`config.mk`:
```
export PLATFORM = sky130hd
export DESIGN_NAME = spi_xfer_seq
export DESIGN_NICKNAME = d
export VERILOG_FILES = /design/src/rtl/spi_seq_pkg.sv /design/src/rtl/spi_seq_phase.sv /design/src/rtl/spi_seq_lanes.sv /design/src/rtl/spi_xfer_seq.sv
export SDC_FILE = /design/constraint.sdc
export NUM_CORES = 1
export LEC_CHECK = 0
export ABC_AREA = 0
export BUFFER_PORTS_ARGS = -buffer_cell sky130_fd_sc_hd__buf_4
export CAP_MARGIN = 0
export CORE_MARGIN = 2
export CORE_UTILIZATION = 30
export CTS_BUF_LIST = sky130_fd_sc_hd__clkbuf_4
export DETAILED_ROUTE_END_ITERATION = 10
export GPL_TIMING_DRIVEN = 0
export PLACE_DENSITY = 0.61
export SYNTH_ARGS = -nofsm -noshare
export SYNTH_HDL_FRONTEND = slang
export SYNTH_HIERARCHICAL = 1
export SYNTH_SLANG_ARGS = --single-unit
```
`constraint.sdc`:
```
create_clock -name clk -period 2.9 [get_ports clk]
set_input_delay 0.29 -clock clk [delete_from_list [all_inputs] [get_ports clk]]
set_output_delay 0.29 -clock clk [all_outputs]
set_load 0.05 [all_outputs]
```
`src/rtl/spi_seq_pkg.sv`:
```
package spi_seq_pkg;

   typedef enum logic [2:0] {
      ST_IDLE,
      ST_LOAD,
      ST_SHIFT,
      ST_PUSH,
      ST_FINISH
   } seq_state_t;

   typedef enum logic [1:0] {
      LW_ONE  = 2'd0,
      LW_TWO  = 2'd1,
      LW_FOUR = 2'd2
   } lane_sel_t;

   localparam int LANES = 4;

   // lane-mode code: 3 quad, 2 dual, anything else single
   function automatic lane_sel_t decode_lanes(input logic [2:0] code);
      case (code)
         3'd2:    return LW_TWO;
         3'd3:    return LW_FOUR;
         default: return LW_ONE;
      endcase
   endfunction

endpackage

```
`src/rtl/spi_seq_phase.sv`:
```
module spi_seq_phase #(
   parameter int CLK_DIV = 4
) (
   input  logic clk,
   input  logic rst_n,
   input  logic run,
   output logic sclk,
   output logic sample,
   output logic last
);
   localparam int PH_W = (CLK_DIV > 2) ? $clog2(CLK_DIV) : 1;
   localparam int HALF = CLK_DIV / 2;

   if (CLK_DIV < 2 || (CLK_DIV % 2) != 0) begin : g_bad_div
      $error("spi_seq_phase: CLK_DIV must be even and at least 2");
   end

   logic [PH_W-1:0] ph_q;

   always_ff @(posedge clk or negedge rst_n) begin
      if (!rst_n)
         ph_q <= '0;
      else if (!run || ph_q == PH_W'(CLK_DIV - 1))
         ph_q <= '0;
      else
         ph_q <= ph_q + 1'b1;
   end

   assign sclk   = run && (ph_q >= PH_W'(HALF));
   assign sample = run && (ph_q == PH_W'(HALF));
   assign last   = run && (ph_q == PH_W'(CLK_DIV - 1));

endmodule

```
`src/rtl/spi_seq_lanes.sv`:
```
module spi_seq_lanes
   import spi_seq_pkg::*;
#(
   parameter int BYTE_W = 8
) (
   input  logic              clk,
   input  logic              rst_n,
   input  lane_sel_t         lsel,
   input  logic              load,
   input  logic [BYTE_W-1:0] load_data,
   input  logic              shift_out,
   input  logic              shift_in,
   input  logic [LANES-1:0]  io_in,
   output logic [LANES-1:0]  io_out,
   output logic [LANES-1:0]  lane_mask,
   output logic [BYTE_W-1:0] word
);
   if (BYTE_W < 4 || (BYTE_W % 4) != 0) begin : g_bad_width
      $error("spi_seq_lanes: BYTE_W must be a multiple of 4");
   end

   logic [BYTE_W-1:0] sh_q;

   always_ff @(posedge clk or negedge rst_n) begin
      if (!rst_n) begin
         sh_q <= '0;
      end else if (load) begin
         sh_q <= load_data;
      end else if (shift_in) begin
         case (lsel)
            LW_FOUR: sh_q <= {sh_q[BYTE_W-5:0], io_in[3:0]};
            LW_TWO:  sh_q <= {sh_q[BYTE_W-3:0], io_in[1:0]};
            default: sh_q <= {sh_q[BYTE_W-2:0], io_in[1]};
         endcase
      end else if (shift_out) begin
         case (lsel)
            LW_FOUR: sh_q <= {sh_q[BYTE_W-5:0], 4'b0000};
            LW_TWO:  sh_q <= {sh_q[BYTE_W-3:0], 2'b00};
            default: sh_q <= {sh_q[BYTE_W-2:0], 1'b0};
         endcase
      end
   end

   for (genvar i = 0; i < LANES; i++) begin : g_lane
      if (i == 0) begin : g_l0
         assign io_out[i]    = (lsel == LW_FOUR) ? sh_q[BYTE_W-4] :
                               (lsel == LW_TWO)  ? sh_q[BYTE_W-2] : sh_q[BYTE_W-1];
         assign lane_mask[i] = 1'b1;
      end else if (i == 1) begin : g_l1
         assign io_out[i]    = (lsel == LW_FOUR) ? sh_q[BYTE_W-3] :
                               (lsel == LW_TWO)  ? sh_q[BYTE_W-1] : 1'b0;
         assign lane_mask[i] = (lsel == LW_FOUR) || (lsel == LW_TWO);
      end else begin : g_lhi
         assign io_out[i]    = (lsel == LW_FOUR) ? sh_q[BYTE_W-4+i] : 1'b0;
         assign lane_mask[i] = (lsel == LW_FOUR);
      end
   end

   assign word = sh_q;

endmodule

```
`src/rtl/spi_xfer_seq.sv`:
```
module spi_xfer_seq
   import spi_seq_pkg::*;
#(
   parameter int CNT_W   = 16,
   parameter int CLK_DIV = 4,
   parameter int NUM_CS  = 2,
   parameter int BYTE_W  = 8,
   localparam int CS_W   = (NUM_CS > 1) ? $clog2(NUM_CS) : 1
) (
   input  logic              clk,
   input  logic              rst_n,
   input  logic              start,
   input  logic              cfg_dir,
   input  logic [2:0]        cfg_lanes,
   input  logic              cfg_frag,
   input  logic [CS_W-1:0]   cfg_cs,
   input  logic [CNT_W-1:0]  cfg_count,
   input  logic              tx_valid,
   input  logic [BYTE_W-1:0] tx_data,
   output logic              tx_pop,
   output logic              rx_valid,
   output logic [BYTE_W-1:0] rx_data,
   input  logic              rx_ready,
   output logic              sclk,
   output logic [NUM_CS-1:0] cs_n,
   output logic [3:0]        io_out,
   output logic [3:0]        io_oe,
   input  logic [3:0]        io_in,
   output logic              done
);
   localparam int GRP_W    = $clog2(BYTE_W);
   localparam int GRP_ONE  = BYTE_W - 1;
   localparam int GRP_TWO  = BYTE_W / 2 - 1;
   localparam int GRP_FOUR = BYTE_W / 4 - 1;

   if (NUM_CS < 1 || CNT_W < 1) begin : g_bad_cfg
      $error("spi_xfer_seq: NUM_CS and CNT_W must be positive");
   end

   seq_state_t       state_q;
   logic             dir_q;
   lane_sel_t        lsel_q;
   logic             frag_q;
   logic [CS_W-1:0]  csidx_q;
   logic             cs_on_q;
   logic [CNT_W-1:0] rem_q;
   logic [GRP_W-1:0] grp_q;

   logic run, ph_sample, ph_last, rd_begin, more;
   logic [LANES-1:0] mask;

   function automatic logic [GRP_W-1:0] grp_init(input lane_sel_t s);
      case (s)
         LW_FOUR: return GRP_W'(GRP_FOUR);
         LW_TWO:  return GRP_W'(GRP_TWO);
         default: return GRP_W'(GRP_ONE);
      endcase
   endfunction

   assign more     = (rem_q != '0);
   assign run      = (state_q == ST_SHIFT);
   assign tx_pop   = (state_q == ST_LOAD) && dir_q && more && tx_valid;
   assign rd_begin = (state_q == ST_LOAD) && !dir_q && more;
   assign rx_valid = (state_q == ST_PUSH);
   assign done     = (state_q == ST_FINISH);
   assign io_oe    = (dir_q && state_q != ST_IDLE) ? mask : '0;

   spi_seq_phase #(.CLK_DIV(CLK_DIV)) u_phase (
      .clk    (clk),
      .rst_n  (rst_n),
      .run    (run),
      .sclk   (sclk),
      .sample (ph_sample),
      .last   (ph_last)
   );

   spi_seq_lanes #(.BYTE_W(BYTE_W)) u_lanes (
      .clk       (clk),
      .rst_n     (rst_n),
      .lsel      (lsel_q),
      .load      (tx_pop),
      .load_data (tx_data),
      .shift_out (ph_last && dir_q),
      .shift_in  (ph_sample && !dir_q),
      .io_in     (io_in),
      .io_out    (io_out),
      .lane_mask (mask),
      .word      (rx_data)
   );

   for (genvar c = 0; c < NUM_CS; c++) begin : g_cs
      assign cs_n[c] = !(cs_on_q && (csidx_q == CS_W'(c)));
   end

   always_ff @(posedge clk or negedge rst_n) begin
      if (!rst_n) begin
         state_q <= ST_IDLE;
         dir_q   <= 1'b0;
         lsel_q  <= LW_ONE;
         frag_q  <= 1'b0;
         csidx_q <= '0;
         cs_on_q <= 1'b0;
         rem_q   <= '0;
         grp_q   <= '0;
      end else begin
         case (state_q)
            ST_IDLE: if (start) begin
               dir_q   <= cfg_dir;
               lsel_q  <= decode_lanes(cfg_lanes);
               frag_q  <= cfg_frag;
               csidx_q <= cfg_cs;
               cs_on_q <= 1'b1;
               rem_q   <= cfg_count;
               state_q <= (cfg_count == '0) ? ST_FINISH : ST_LOAD;
            end
            ST_LOAD: begin
               if (!more) begin
                  state_q <= ST_FINISH;
               end else if (tx_pop || rd_begin) begin
                  grp_q   <= grp_init(lsel_q);
                  state_q <= ST_SHIFT;
               end
            end
            ST_SHIFT: if (ph_last) begin
               if (grp_q == '0) begin
                  if (dir_q) begin
                     rem_q   <= rem_q - 1'b1;
                     state_q <= ST_LOAD;
                  end else begin
                     state_q <= ST_PUSH;
                  end
               end else begin
                  grp_q <= grp_q - 1'b1;
               end
            end
            ST_PUSH: if (rx_ready) begin
               rem_q   <= rem_q - 1'b1;
               state_q <= ST_LOAD;
            end
            ST_FINISH: begin
               if (!frag_q) cs_on_q <= 1'b0;
               state_q <= ST_IDLE;
            end
            default: state_q <= ST_IDLE;
         endcase
      end
   end

endmodule

```
Word level (Yosys, flattened, before mapping)
Cells that the tools add are included.
- reduce and logical (&&, ||, !) cells: 34
- eq/ne operators: 20
- $lt $le $gt $ge: 1
- add/sub/neg operators: 3
- mux-type cells: 38
- bitwise logic cells: 1
- operator list (operator ; count):
    16-bit two-way mux ; 5
    16-bit one-hot mux with 3 select lines ; 1
    3-bit two-way mux ; 11
    8-bit one-hot mux with 2 select lines ; 2
    8-bit two-way mux ; 3
    16-bit zero test ; 1
    16-bit nonzero test ; 1
    16-bit by 1-bit subtractor with 16-bit output, second input constant ; 1
    2-bit != test, second input constant ; 7
    1-bit logical AND ; 13
    3-bit by 2-bit == test with 1-bit output, second input constant ; 4
    3-bit one-hot mux with 2 select lines ; 2
    3-bit one-hot mux with 4 select lines ; 1
    5-bit AND reduction ; 2
    3-bit nonzero test ; 3
    1-bit two-way mux ; 8
    2-bit == test, second input constant ; 3
    3-bit zero test ; 2
    6-bit AND reduction ; 1
    1-bit zero test ; 4
    2-bit two-way mux ; 2
    4-bit two-way mux ; 1
    2-bit by 1-bit != test with 1-bit output, second input constant ; 2
    2-bit one-hot mux with 2 select lines ; 1
    other kinds (13) ; 16
- output and inout port bits: 22
- register bits: 38
- logic and storage cells: 107
- input port bits: 39

Depth between registers and ports, before layout
- depth in word-level cells: 8
- depth in mapped cells: 10
- gate-level depth less buffers: 10

Cells and area by module
The synthesis kept the hierarchy.
- by module, submodules not included (module ; sequential area each (sq um) ; cells each ; instances ; area an instance (sq um)):
    spi_xfer_seq ; 700.7 ; 215 ; 1 ; 1891.8
    spi_seq_lanes ; 200.2 ; 85 ; 1 ; 636.9
    spi_seq_phase ; 50.0 ; 10 ; 1 ; 125.1

Worst setup path before layout
OpenSTA, ideal clock, no wires.
- path type: register to register
- start: register rem_q[13]
- end: register u_lanes.sh_q[3], in the netlist u_lanes/word[3]
- arrival time: 2.486 ns
- period minus slack after synthesis: 2.619 ns
- library setup time: 0.132 ns
- cell stages (with the launch flop): 9
- setup slack: 0.281 ns
- path through: dfrtp_1 > or4_4 > nor4_4 > a21oi_1 > and2_1 > or3_1 > buf_2 > o21ai_0 > o21ai_1
- cells in the longest elaborated chain, start to end: 4
- ends and longest elaborated chain (item ; RTL line ; RTL):
    start: declaration ; spi_xfer_seq.sv:46 ; logic [CNT_W-1:0] rem_q;
    start signal: assignment ; spi_xfer_seq.sv:113 ; rem_q <= cfg_count;
    start signal: assignment ; spi_xfer_seq.sv:127 ; rem_q <= rem_q - 1'b1;
    start signal: assignment ; spi_xfer_seq.sv:137 ; rem_q <= rem_q - 1'b1;
    16-bit nonzero test * ; spi_xfer_seq.sv:60 ; assign more = (rem_q != '0);
    1-bit logical AND * (2 in series) ; spi_xfer_seq.sv:62 ; assign tx_pop = (state_q == ST_LOAD) && dir_q && more && tx_valid;
    net tx_pop ; spi_xfer_seq.sv:20 ; output logic tx_pop,
    3-bit nonzero test (no source line) / 8-bit two-way mux (equally long branches) ; - ;
    end signal: assignment ; spi_seq_lanes.sv:37 ; LW_FOUR: sh_q <= {sh_q[BYTE_W-5:0], 4'b0000};
    end signal: assignment ; spi_seq_lanes.sv:38 ; LW_TWO: sh_q <= {sh_q[BYTE_W-3:0], 2'b00};
    end signal: assignment ; spi_seq_lanes.sv:39 ; default: sh_q <= {sh_q[BYTE_W-2:0], 1'b0};
    end: declaration ; spi_seq_lanes.sv:22 ; logic [BYTE_W-1:0] sh_q;
Mark *: on every way through the listed nets, which the timed path passes. The rest lies on a longest branch.
A chain may end at the register's enable or synchronous reset.

Worst setup path after layout
- start: register rem_q[13]
- end: output tx_pop
- cells in the longest elaborated chain, start to end: 3
- ends and longest elaborated chain (item ; RTL line):
    16-bit nonzero test ; spi_xfer_seq.sv:60
    1-bit logical AND (2 in series) ; spi_xfer_seq.sv:62
    end: declaration ; spi_xfer_seq.sv:20
No other way between the ends.

==> flow_metrics.env <==
export IMPL_status="completed"
export IMPL_core_area_mm2=0.008636
export IMPL_first_pass_iters=5
export IMPL_yosys_most_used_dff="dfrtp_1"
export IMPL_rows=34
export IMPL_dpl_cell_area_mm2=0.003239
export IMPL_hp_class="input pin to register"
export IMPL_use_met3=0.03293
export IMPL_grt_met1_usage=0.2192
export IMPL_ir_drop_mv=0.3615
export IMPL_critPathMaxFanout=8
export IMPL_cts_root_buf="clkbuf_4"
export IMPL_crit_path_start="rem_q[13]"
export IMPL_syn_area_mm2=0.002654
export IMPL_setup_worst_path_class="register to output port"
export IMPL_grt_pass1_wl_um=12830
export IMPL_layout_drive_gt1_share=0.2533
export IMPL_drtIter0Drc=135
export IMPL_avgSynthCellArea_um2=8.561
export IMPL_p_leak_nw=1.410
export IMPL_clock_sinks=38
export IMPL_synth_top_area_share=0.3583
export IMPL_p_sw_frac=0.5282
export IMPL_maxSlewViolCount=0
export IMPL_intPower_mw=1.662
export IMPL_gr_usage_met2=0.2650
export IMPL_worstHoldStart="cfg_cs"
export IMPL_synth_area_leaders="dfrtp_1, o21ai_0, ha_1, a21oi_1, nand2_1"
export IMPL_area_growth_pct=25.41
export IMPL_clk_latency_ns=0.37
export IMPL_io_buffers=60
export IMPL_initial_core_util=0.3073
export IMPL_tightest_slew_ns=0.5475
export IMPL_synth_simple_gate_area_frac=0.2730
export IMPL_cp_start_kind="register"
export IMPL_track_usage=0.1616
export IMPL_max_freq_mhz=363.0
export IMPL_antennaDiodeCount=0
export IMPL_numCtsBuffers=5
export IMPL_period_needed_ns=2.755
export IMPL_r2r_start="rem_q[13]"
export IMPL_avgRoutedWirePerCell_um=15.64
export IMPL_nFillCells=901
export IMPL_p_comb_frac=0.624
export IMPL_grt_max_degree=39
export IMPL_place_gp_congestion=0.8530
export IMPL_cap_violations=0
export IMPL_yosysSeqAreaShare=0.3583
export IMPL_hpwlAfterDp_um=5708
export IMPL_switchingPower_mw=1.861
export IMPL_synth_compound_area_frac=0.2423
export IMPL_hold_viol_final=0
export IMPL_htree_levels=2
export IMPL_fin_nets=427
export IMPL_end_kind="output port"
export IMPL_clkTransAtPathRegs_ns=0.12
export IMPL_rsz0062_at_grt="true"
export IMPL_synth_top_family_by_area="simple AND/OR/NAND/NOR gates"
export IMPL_period_share=0.9499
export IMPL_synth_cells=310
export IMPL_antenna_found_initial=0
export IMPL_synth_fa_ha_area_frac=0.04715
export IMPL_maxSlewHeadroom=0.6342
export IMPL_setup_viol=0
export IMPL_seqPwrFrac=0.296
export IMPL_fp_dieW_um=98.06
export IMPL_postRouteAntennaNets=0
export IMPL_post_cts_setup_buffers=0
export IMPL_synth_xor_area_frac=0
export IMPL_final_util=0.3854
export IMPL_synth_top_area_cell="dfrtp_1"
export IMPL_synth_commonest_cells="dfrtp_1, nand2_1, o21ai_0, a21oi_1, nor2_1"
export IMPL_grt_pass1_vias=2560
export IMPL_dieArea_mm2=0.009615
export IMPL_ios=61
export IMPL_ys_ff_latch=38
export IMPL_synth_most_common_cell="dfrtp_1"
export IMPL_wirelength_um=7616
export IMPL_p_per_area_mw_per_mm2=1059
export IMPL_cts_tree="done"
export IMPL_design_area_mm2=0.003328
export IMPL_finClkSkew_ns=0.01154
export IMPL_synth_fp_nets=359
export IMPL_arrival_ns=2.46
export IMPL_muxShareOfSynthArea=0.02357
export IMPL_routed_via_density=5.480
export IMPL_synth_edff_count=0
export IMPL_crit_required_ns=2.61
export IMPL_p_clk_frac=0.080
export IMPL_die_height_um=98.06
export IMPL_grt_ovfl_total=0
export IMPL_drc=0
export IMPL_vias=2669
export IMPL_synth_cell_types=56
export IMPL_reg2reg_slack_ns=0.19
export IMPL_grt_busiest_layer="met2"
export IMPL_synthArstFlopShare=1.000
export IMPL_synth_warnings=6
export IMPL_clockBufferDepth=2
==> power by group through the flow <==
| stage | combinational [mW] | clock [mW] | sequential (mW) |
|---|---|---|---|
| final | 2.20 | 0.282 | 1.04 |
| after global routing | 2.42 | 0.320 | 1.08 |
| after CTS | 2.18 | 0.295 | 1.04 |
| after detailed placement | 2.18 | 0 | 1.05 |
| after global placement | 2.14 | 0 | 1.04 |
| after floorplan | 1.45 | 0 | 1.14 |
==> placed cells by master, fill, tap and decap left out, types with 3 or more instances in the layout <==
cell,n
and3_1,5
a22oi_1,8
nand2b_1,5
buf_4,63
clkbuf_1,10
nand2_1,28
or3_1,3
dfrtp_1,38
nor3b_1,5
o2bb2ai_1,6
a221oi_1,4
nand3b_1,3
nand3_1,3
or4_4,3
clkbuf_4,5
a21oi_1,22
o21ai_0,27
o211ai_1,7
inv_1,17
mux2i_1,4
nor4_1,11
nor2_1,19
ha_1,10
nor3_1,10
nor2b_1,7
and2_1,7
buf_2,4
==> layer usage <==
layer | routed length (µm) | vias to the layer above
li1 | - | 1293
met1 | 3463 | 1265
met2 | 3539 | 104
met3 | 545 | 7
met4 | 68 | 0
met5 | 0 | -
==> cells by family after synthesis <==
group	after synthesis
buffers and inverters	34
multiplexers	6
adder cells (fa/ha/maj)	10
AND/OR/NAND/NOR	126
other	1
AO/OA/AOI/OAI	95
flip-flops	38
==> through the flow <==
step	total power [mW]	setup TNS (ns)	setup WS, ns	hold WS, ns	cells
floorplan	2.589	0	0.2814	-0.005591	310
global placement	3.178	0	0.1233	0.2967	478
detailed placement	3.229	0	0.07745	0.3050	478
CTS	3.517	0	0.06881	0.1077	487
global route	3.823	-0.003656	-0.003656	0.1385	487
finish	3.523	0	0.1453	0.1160	487
==> final timing paths <==
path                                         to  cells past startpoint
min in group asynchronous       u_lanes/word[2]                      2
max in group asynchronous             rem_q[15]                      2
worst max-delay path                     tx_pop                      5
worst min-delay path                    csidx_q                      3
worst max register to register  u_lanes/word[3]                      8
worst min register to register  u_phase/ph_q[0]                      1
==> final cells by class <==
cell class / instances / area [µm²] / area share
Tap cell: 108 / 135.1 / 0.04060
Inverter: 17 / 63.81 / 0.01917
Timing Repair Buffer: 61 / 460.4 / 0.1383
Sequential cell: 38 / 950.9 / 0.2857
Multi-Input combinational cell: 238 / 1584 / 0.4759
Clock inverter: 3 / 16.27 / 0.004887
Clock buffer: 5 / 37.54 / 0.01128
Buffer: 17 / 80.08 / 0.02406
==> registers in the layout (all words and copies together), names as in the netlist <==
| register | count |
|---|---|
| u_lanes/word | 8 |
| grp_q | 3 |
| u_phase/ph_q | 2 |
| lsel_q | 2 |
| csidx_q | 1 |
| dir_q | 1 |
| frag_q | 1 |
| cs_on_q | 1 |
| state_q | 3 |
| rem_q | 16 |
==> timing repair <==
action | 4_1_cts | 5_1_grt
resized for setup | 0 | 5
hold buffers | 1 | 0
hold endpoints to repair | 38 | 0
setup endpoints to repair | 0 | 12
==> worst max-delay path: stages (launching register included) <==
cell,delay (ns)
dfrtp_1,0.43
or4_4,0.59
nor4_4,0.39
a21oi_1,0.15
and2_1,0.30
buf_4,0.24
No activity file was read; power rests on OpenSTA's default activity.
